==> config.mk <==
export PLATFORM = sky130hd
export DESIGN_NAME = vid_code_remap
export DESIGN_NICKNAME = d
export VERILOG_FILES = /design/src/rtl/vid_code_remap_pkg.sv /design/src/rtl/vid_code_remap_ctrl.sv /design/src/rtl/vid_code_remap_dp.sv /design/src/rtl/vid_code_remap.sv
export SDC_FILE = /design/constraint.sdc
export NUM_CORES = 1
export LEC_CHECK = 0
export BUFFER_PORTS_ARGS = -buffer_cell sky130_fd_sc_hd__buf_2
export CORE_MARGIN = 5
export CORE_UTILIZATION = 34
export DETAILED_ROUTE_END_ITERATION = 10
export MAX_ROUTING_LAYER = met4
export PLACE_DENSITY = 0.67
export REMOVE_ABC_BUFFERS = 1
export SLEW_MARGIN = 25
export SYNTH_ARGS = -nofsm -noshare
export SYNTH_HDL_FRONTEND = slang
export SYNTH_SLANG_ARGS = --single-unit
==> constraint.sdc <==
create_clock -name clk -period 1.3 [get_ports clk]
set_input_delay 0.26 -clock clk [delete_from_list [all_inputs] [get_ports clk]]
set_output_delay 0.26 -clock clk [all_outputs]
set_load 0.02 [all_outputs]
==> src/rtl/vid_code_remap_pkg.sv <==
package vid_code_remap_pkg;

  // Strobes from control to datapath: which rule applies this cycle.
  typedef struct packed {
    logic fixPreamble;  // widen 8-bit preamble code to 10-bit form
    logic fixActive;    // clamp reserved codes inside active picture
  } remapStrobeT;

endpackage

==> src/rtl/vid_code_remap_ctrl.sv <==
module vid_code_remap_ctrl
  import vid_code_remap_pkg::*;
(
  input  logic        clk,
  input  logic        rstN,
  input  logic        procEn,
  input  logic        remapDisable,
  input  logic        inValid,
  input  logic        inActive,
  input  logic        inPreamble,
  output remapStrobeT strobes,
  output logic        outValid,
  output logic        outActive,
  output logic        outPreamble
);

  logic corrOn;

  // The local bit is active-low and only counts when processing is enabled.
  assign corrOn = procEn & ~remapDisable;

  // Preamble positions take priority over active-picture clamping.
  always_comb begin
    strobes             = '0;
    strobes.fixPreamble = corrOn & inPreamble;
    strobes.fixActive   = corrOn & inActive & ~inPreamble;
  end

  // Side-band flags are delayed to line up with the registered word.
  always_ff @(posedge clk) begin
    if (!rstN) begin
      outValid    <= 1'b0;
      outActive   <= 1'b0;
      outPreamble <= 1'b0;
    end else begin
      outValid    <= inValid;
      outActive   <= inActive;
      outPreamble <= inPreamble;
    end
  end

endmodule

==> src/rtl/vid_code_remap_dp.sv <==
module vid_code_remap_dp
  import vid_code_remap_pkg::*;
#(
  parameter int WORD_W        = 10,
  parameter int RESERVED_SPAN = 4
) (
  input  logic              clk,
  input  logic              rstN,
  input  remapStrobeT       strobes,
  input  logic [WORD_W-1:0] inWord,
  output logic [WORD_W-1:0] outWord
);

  localparam logic [WORD_W-1:0] CODE_MAX   = {WORD_W{1'b1}};
  localparam logic [WORD_W-1:0] CODE_MIN   = '0;
  localparam logic [WORD_W-1:0] HIGH_START = CODE_MAX - WORD_W'(RESERVED_SPAN - 1);
  localparam logic [WORD_W-1:0] LOW_END    = WORD_W'(RESERVED_SPAN - 1);
  localparam logic [WORD_W-1:0] LEGAL_MAX  = HIGH_START - WORD_W'(1);
  localparam logic [WORD_W-1:0] LEGAL_MIN  = LOW_END + WORD_W'(1);

  logic              inHighBand;
  logic              inLowBand;
  logic [WORD_W-1:0] nextWord;

  assign inHighBand = (inWord >= HIGH_START);
  assign inLowBand  = (inWord <= LOW_END);

  always_comb begin
    nextWord = inWord;
    if (strobes.fixPreamble) begin
      if (inHighBand)     nextWord = CODE_MAX;
      else if (inLowBand) nextWord = CODE_MIN;
    end else if (strobes.fixActive) begin
      if (inHighBand)     nextWord = LEGAL_MAX;
      else if (inLowBand) nextWord = LEGAL_MIN;
    end
  end

  always_ff @(posedge clk) begin
    if (!rstN) outWord <= '0;
    else       outWord <= nextWord;
  end

endmodule

==> src/rtl/vid_code_remap.sv <==
module vid_code_remap
  import vid_code_remap_pkg::*;
#(
  parameter int WORD_W        = 10,
  parameter int RESERVED_SPAN = 4
) (
  input  logic              clk,
  input  logic              rstN,
  input  logic              procEn,
  input  logic              remapDisable,
  input  logic [WORD_W-1:0] inWord,
  input  logic              inValid,
  input  logic              inActive,
  input  logic              inPreamble,
  output logic [WORD_W-1:0] outWord,
  output logic              outValid,
  output logic              outActive,
  output logic              outPreamble
);

  remapStrobeT strobes;

  vid_code_remap_ctrl u_ctrl (
    .clk         (clk),
    .rstN        (rstN),
    .procEn      (procEn),
    .remapDisable(remapDisable),
    .inValid     (inValid),
    .inActive    (inActive),
    .inPreamble  (inPreamble),
    .strobes     (strobes),
    .outValid    (outValid),
    .outActive   (outActive),
    .outPreamble (outPreamble)
  );

  vid_code_remap_dp #(
    .WORD_W       (WORD_W),
    .RESERVED_SPAN(RESERVED_SPAN)
  ) u_dp (
    .clk    (clk),
    .rstN   (rstN),
    .strobes(strobes),
    .inWord (inWord),
    .outWord(outWord)
  );

endmodule

---- After elaboration in Yosys (flattened, before gate mapping) ----
Cells that the tools add are included.
storage, ports and cells
  register bits after elaboration ......... 13
  input bits .............................. 17
  output and inout bits ................... 13
  logic and storage cells ................. 18
operators by class
  muxes and demuxes ....................... 6
  magnitude comparators ................... 2
  bitwise logic cells ..................... 6
operator list
  operator                                                          count
  2-to-1 mux 10 bit                                                 6
  greater-or-equal comparator 10 bit (second input constant)        1
  less-or-equal comparator 10 x 2 -> 1 bit (second input constant)  1
  AND 1 bit                                                         4
  NOT 1 bit                                                         2

---- Depth between registers and ports, before layout ----
Gate-level depths: netlist of the first run.
  depth after elaboration ................. 6
  mapped depth ............................ 3

---- Cells and area by module ----
A second synthesis of the first run with hierarchy kept.
second synthesis, totals
  cells, all modules ...................... 42
  area, all modules ....................... 464.2 µm²
modules (own cells, without submodules)
  module               seq. area each (µm²)  area an instance (µm²)  cells each  instances
  vid_code_remap_dp    200.2                 361.6                   34          1
  vid_code_remap_ctrl  60.1                  102.6                   8           1

---- Worst setup path after synthesis of the first run ----
No wires, ideal clock.
  path kind ............................... input -> register
  from .................................... input port inWord[7]
  to ...................................... register u_dp.outWord[0]
  buffers on the path ..................... 0
  arrival ................................. 1138 ps
  stages .................................. 3
  path slack .............................. 40 ps
  library setup time ...................... 122 ps
  required time ........................... 1178 ps
  path through ............................ or4_4 -> nor4b_4 -> o2bb2ai_1
between the ends
  longest elaborated chain between the ends .. 5
  elaborated cells between the ends (all ways) .. 8
ends and longest elaborated chain
  element                                   RTL line                 RTL
  start, declared                           vid_code_remap.sv:11     input logic [WORD_W-1:0] inWord,
  less-or-equal comparator 10 x 2 -> 1 bit  vid_code_remap_dp.sv:26  assign inLowBand = (inWord <= LOW_END);
  2-to-1 mux 10 bit                         vid_code_remap_dp.sv:35  else if (inLowBand) nextWord = LEGAL_MIN;
  2-to-1 mux 10 bit                         vid_code_remap_dp.sv:34  if (inHighBand) nextWord = LEGAL_MAX;
  2-to-1 mux 10 bit                         vid_code_remap_dp.sv:33  end else if (strobes.fixActive) begin
  2-to-1 mux 10 bit *                       vid_code_remap_dp.sv:30  if (strobes.fixPreamble) begin
  end signal, assigned                      vid_code_remap_dp.sv:41  else outWord <= nextWord;
  end, declared                             vid_code_remap_dp.sv:11  output logic [WORD_W-1:0] outWord
Mark *: on every way between the ends. The rest lies on a longest branch, timed or not.
A chain may end at the register's enable or synchronous reset.

---- Worst setup path in the final report of the first run ----
  from .................................... input port inWord[7]
  to ...................................... register u_dp.outWord[1]
The elaborated chain is that of the path after synthesis.

==> reports/results.ini, run 1 <==
[routing]
vias_per_cell=4.57
vias=416
drtAntennaViolNets=0
route.detailed.drc=0
wire_per_inst_um=11.9
drt_wl_total_um=1080
drtPass1Iterations=3
initialDrtViolationCount=3

[floorplanning]
coreArea_um2=1280
num_rows=13
die_w_um=46.9
ioPinCount=30
start_util_pct=35.9
die_area_um2=2190
die_h_um=46.9

[placement]
placedCellCount=87
dp_hpwl_um=839
pre_cts_slack_ns=-0.152
gp_congestion=0.770
port_buffers=29

[pwr]
p_leak_nw=0.317
p_per_area_nw_per_um2=1180
vdd_drop_max_uv=416
total_power_mw=0.784

[setup_path]
crit_end=u_dp.outWord[1]
path_cells=buf_2, or4_4, nor4b_4, o2bb2ai_1
max_stage_delay_ns=0.54
worst_ep_arrival_time_ns=1.32
critPathMaxFanout=4
critPathSlowestCell=or4_4
crit_type=input port to register
worstSetupStartpointType=input port
worst_setup_path_end_kind=register
crit_start=inWord[7]
worstPathRequired_ns=1.46

[grt]
grtUsageTotal_pct=11.2
grt_pass1_vias=400
grt_max_degree=16
grt_pass1_wl_um=1590
antenna_found_initial=0
grt.overflow.total=0

[yosys]
ys_seq_area_share_pct=56.4
synth_area_leaders=dfxtp_1, and2_1, nor4b_4
yosysUniqueCellTypes=16
yosysMostFrequentCell=dfxtp_1
synth_edf_count=0
synthArstFlopShare_pct=0
syn_area_per_cell_um2=11.0
synth_seq_cells=13
synth_warnings=0
synth_top_area_cell=dfxtp_1
synthFlopType=dfxtp_1
synthTopCellsByCount=dfxtp_1, and2_1, nor4_1
netlist_area_um2=462
netlist_instances=42
yosys.area.top_type_share_pct=56.4

[clock_tree]
postCtsSetupBuffers=0
clock_path_buffers=2
postCtsHoldBufs=0
cts-resized-gates=0
path_clk_slew_ns=0.07
cts_buffers=3
cts_tree=built
htreeDepth=1
cts_sinks=13
clock-root-buffer=clkbuf_4

[worst_hold_path]
min_from=inValid
hold_class=input port to register

[status]
status=finished, final reports clean

[timing]
max_freq_mhz=858
fin_crit_sh_pct=89.6
fin_crit_ns=1.17
report.final.slew_viol_count=0
hold_violations=0
tightestPinTransition_ns=0.409
relSlewSlack_pct=72.3
setup_slack_ns=0.135
whs_ns=0.194
setup_viol=0
rsz0062_at_grt=false

[finish]
final_nets=94
drive_gt1_share_pct=48.7
antenna_cells=0
area_growth_syn_to_layout_pct=43.4
instances_no_fill=91

[job]
drv_cap=0

## flip-flops by register name, summed over array words and instances, names as in the netlist
register,flops
u_ctrl.outActive,1
u_ctrl.outValid,1
u_dp.outWord,10
u_ctrl.outPreamble,1
## metal layers
layer | vias up | global-route usage (%) | wire length [µm]
li1 | 216 | - | -
met1 | 173 | 12.7 | 431
met2 | 23 | 16.0 | 477
met3 | 4 | 1.53 | 135
met4 | 0 | 11.6 | 38
met5 | - | - | 0
## power by group
group	leakage (nW)	internal, mW	switching, mW
clock network	0.0150	0.119	0.123
logic	0.194	0.0513	0.0674
registers	0.108	0.419	0.00441
## cells by family (layout without fill, tap and decap cells)
family	after synthesis	in the layout	synth area share, %
flip-flops	13	13	56.4
buffers and inverters	2	36	1.90
AND/OR/NAND/NOR	23	23	35.0
AO/OA/AOI/OAI	4	4	6.78
## cell usage in the layout (no fill, tap or decap), types with 2 or more instances in the layout
master / netlist / layout
and2_1: 9 / 9
buf_2: 1 / 29
buf_4: 0 / 2
clkbuf_4: 0 / 3
dfxtp_1: 13 / 13
nand2_1: 2 / 2
nand4_1: 2 / 2
nor2_1: 2 / 2
nor4_1: 3 / 3
o2bb2ai_1: 2 / 2
## stage by stage
stage | instance area [µm²] | util (%) | TNS, ns
floorplan | 457 | - | 0
global placement | 636 | 49.5 | -0.223
detailed placement | 636 | 49.5 | -0.287
CTS | 662 | 51.5 | 0
global route | 662 | 51.5 | 0
finish | 662 | 51.5 | 0
## how the worst min path moves through the flow
stage,end,depth (start not counted),slack [ns]
6_report,u_ctrl.outValid,2,0.19
5_1_grt,u_ctrl.outValid,2,0.20
4_1_cts,u_ctrl.outValid,2,0.19
3_5_place_dp,u_ctrl.outValid,2,0.47
3_3_place_gp,u_ctrl.outValid,2,0.47
2_1_floorplan,u_dp.outWord[2],2,0.37
## worst max-delay path, delay by kind of cell
family	cells	cell delay (ns)
AND/OR/NAND/NOR	2	0.84
buffers and inverters	1	0.11
AO/OA/AOI/OAI	1	0.11
## final cells by class
type	count	area [µm²]
Fill cell	129	623
Sequential cell	13	260
Multi-Input combinational cell	27	193
Timing Repair Buffer	31	160
Clock buffer	4	26.3
Tap cell	15	18.8
Inverter	1	3.75
No activity file was read; power rests on OpenSTA's default activity.
==> run 2: changes to the inputs <==
--- a/config.mk
+++ b/config.mk
@@ -5,7 +5,7 @@
 export SDC_FILE = /design/constraint.sdc
 export NUM_CORES = 1
 export LEC_CHECK = 0
-export BUFFER_PORTS_ARGS = -buffer_cell sky130_fd_sc_hd__buf_2
+export BUFFER_PORTS_ARGS = -buffer_cell sky130_fd_sc_hd__buf_4
 export CORE_MARGIN = 5
 export CORE_UTILIZATION = 34
 export DETAILED_ROUTE_END_ITERATION = 10
@@ -16,3 +16,4 @@
 export SYNTH_ARGS = -nofsm -noshare
 export SYNTH_HDL_FRONTEND = slang
 export SYNTH_SLANG_ARGS = --single-unit
+export TNS_END_PERCENT = 100
==> reports/results.ini, run 2 (synthesis results as in run 1) <==
[routing]
vias=416
vias_per_cell=4.57
initialDrtViolationCount=4
drtPass1Iterations=4
wire_per_inst_um=11.6
drtAntennaViolNets=0
drt_wl_total_um=1050
route.detailed.drc=0

[timing]
max_freq_mhz=869
tightestPinTransition_ns=0.414
hold_violations=0
rsz0062_at_grt=false
report.final.slew_viol_count=0
fin_crit_ns=1.15
relSlewSlack_pct=72.0
setup_viol=0
fin_crit_sh_pct=88.5

[setup_path]
critPathSlowestCell=or4_4
max_stage_delay_ns=0.54
worstSetupStartpointType=input port
worst_setup_path_end_kind=register
crit_start=inWord[7]
worst_ep_arrival_time_ns=1.30
crit_end=u_dp.outWord[1]
critPathMaxFanout=4
worstPathRequired_ns=1.45
path_cells=buf_4, or4_4, nor4b_4, o2bb2ai_1
crit_type=input port to register

[finish]
largest_reg_flops=10
instances_no_fill=91
area_growth_syn_to_layout_pct=59.1
final_common_cell=buf_4
n_fill_cell=122
antenna_cells=0
multi_input_area_um2=193
drive_gt1_share_pct=48.7
seqCellArea_um2=260
final_util_pct=57.2
final_nets=94
layout_common_cells=buf_4, dfxtp_1, and2_1
largest-register=u_dp.outWord

[job]
drv_cap=0

[pwr]
p_per_area_nw_per_um2=1100
total_power_mw=0.804
internal-power_mw=0.614
p_comb_share_pct=17.9
clockPowerShare_pct=29.4
p_seq_share_pct=52.8
p_leak_nw=0.336
vdd_drop_max_uv=525
sw_frac_of_total_pct=23.7
p_sw_mw=0.190

[clock_tree]
postCtsHoldBufs=0
htreeDepth=1
path_clk_slew_ns=0.07
clock-root-buffer=clkbuf_4
cts_tree=built
cts-resized-gates=0
cts_sinks=13
clock_path_buffers=2
postCtsSetupBuffers=0
cts_buffers=3

[worst_hold_path]
hold_class=input port to register

[grt]
grt_pass1_vias=366
grt_pass1_wl_um=1530
grt_max_degree=16
antenna_found_initial=0
grt.overflow.total=0
grtUsageTotal_pct=10.2

[floorplanning]
ioPinCount=30
die_h_um=46.9
coreArea_um2=1280
die_w_um=46.9
num_rows=13
die_area_um2=2190
start_util_pct=35.9

[status]
status=finished, final reports clean

[placement]
gp_congestion=0.704
port_buffers=29
placedCellCount=87
dp_hpwl_um=867

run 2: cell type report:
type	instances	share of cell area, %
clock buffer	4	3.58
inverter	1	0.511
multi-input combinational	27	26.2
sequential	13	35.4
tap	15	2.56
timing repair buffer	31	31.7
run 2: layer usage:
layer	global-route usage, %	routed length (µm)	up-vias
li1	-	-	217
met1	12.7	419	178
met2	15.4	506	21
met3	2.30	127	0
met4	4.97	0	0
met5	-	0	-
run 2: worst min-delay path by stage:
stage	endpoint	slack (ns)	cells after the start	start
floorplan	u_dp.outWord[2]	0.37	2	rstN
global placement	u_ctrl.outValid	0.47	2	inValid
detailed placement	u_ctrl.outValid	0.47	2	inValid
CTS	u_ctrl.outValid	0.19	2	inValid
global route	u_ctrl.outValid	0.18	2	inValid
finish	u_ctrl.outValid	0.20	2	inValid
run 2: per-stage QoR:
| stage | setup TNS, ns | area, µm² | hold slack, ns | setup slack, ns |
|---|---|---|---|---|
| 3_3_place_gp | -0.230 | 708 | 0.472 | -0.115 |
| 6_report | 0 | 734 | 0.197 | 0.149 |
| 3_5_place_dp | -0.247 | 708 | 0.472 | -0.131 |
| 4_1_cts | 0 | 734 | 0.189 | 0.158 |
| 5_1_grt | 0 | 734 | 0.184 | 0.147 |
| 2_1_floorplan | 0 | 457 | 0.374 | 0.0397 |
run 2: critical path: cells and delay by family:
kind	cells	cell delay, ns
AND/OR/NAND/NOR	2	0.82
buffers and inverters	1	0.12
AO/OA/AOI/OAI	1	0.10
run 2: power by group through the flow:
stage | logic (mW) | registers [mW] | clock network, mW
5_1_grt | 0.155 | 0.427 | 0.275
4_1_cts | 0.146 | 0.425 | 0.250
3_5_place_dp | 0.146 | 0.434 | 0
3_3_place_gp | 0.144 | 0.434 | 0
6_report | 0.144 | 0.425 | 0.236
2_1_floorplan | 0.0259 | 0.462 | 0
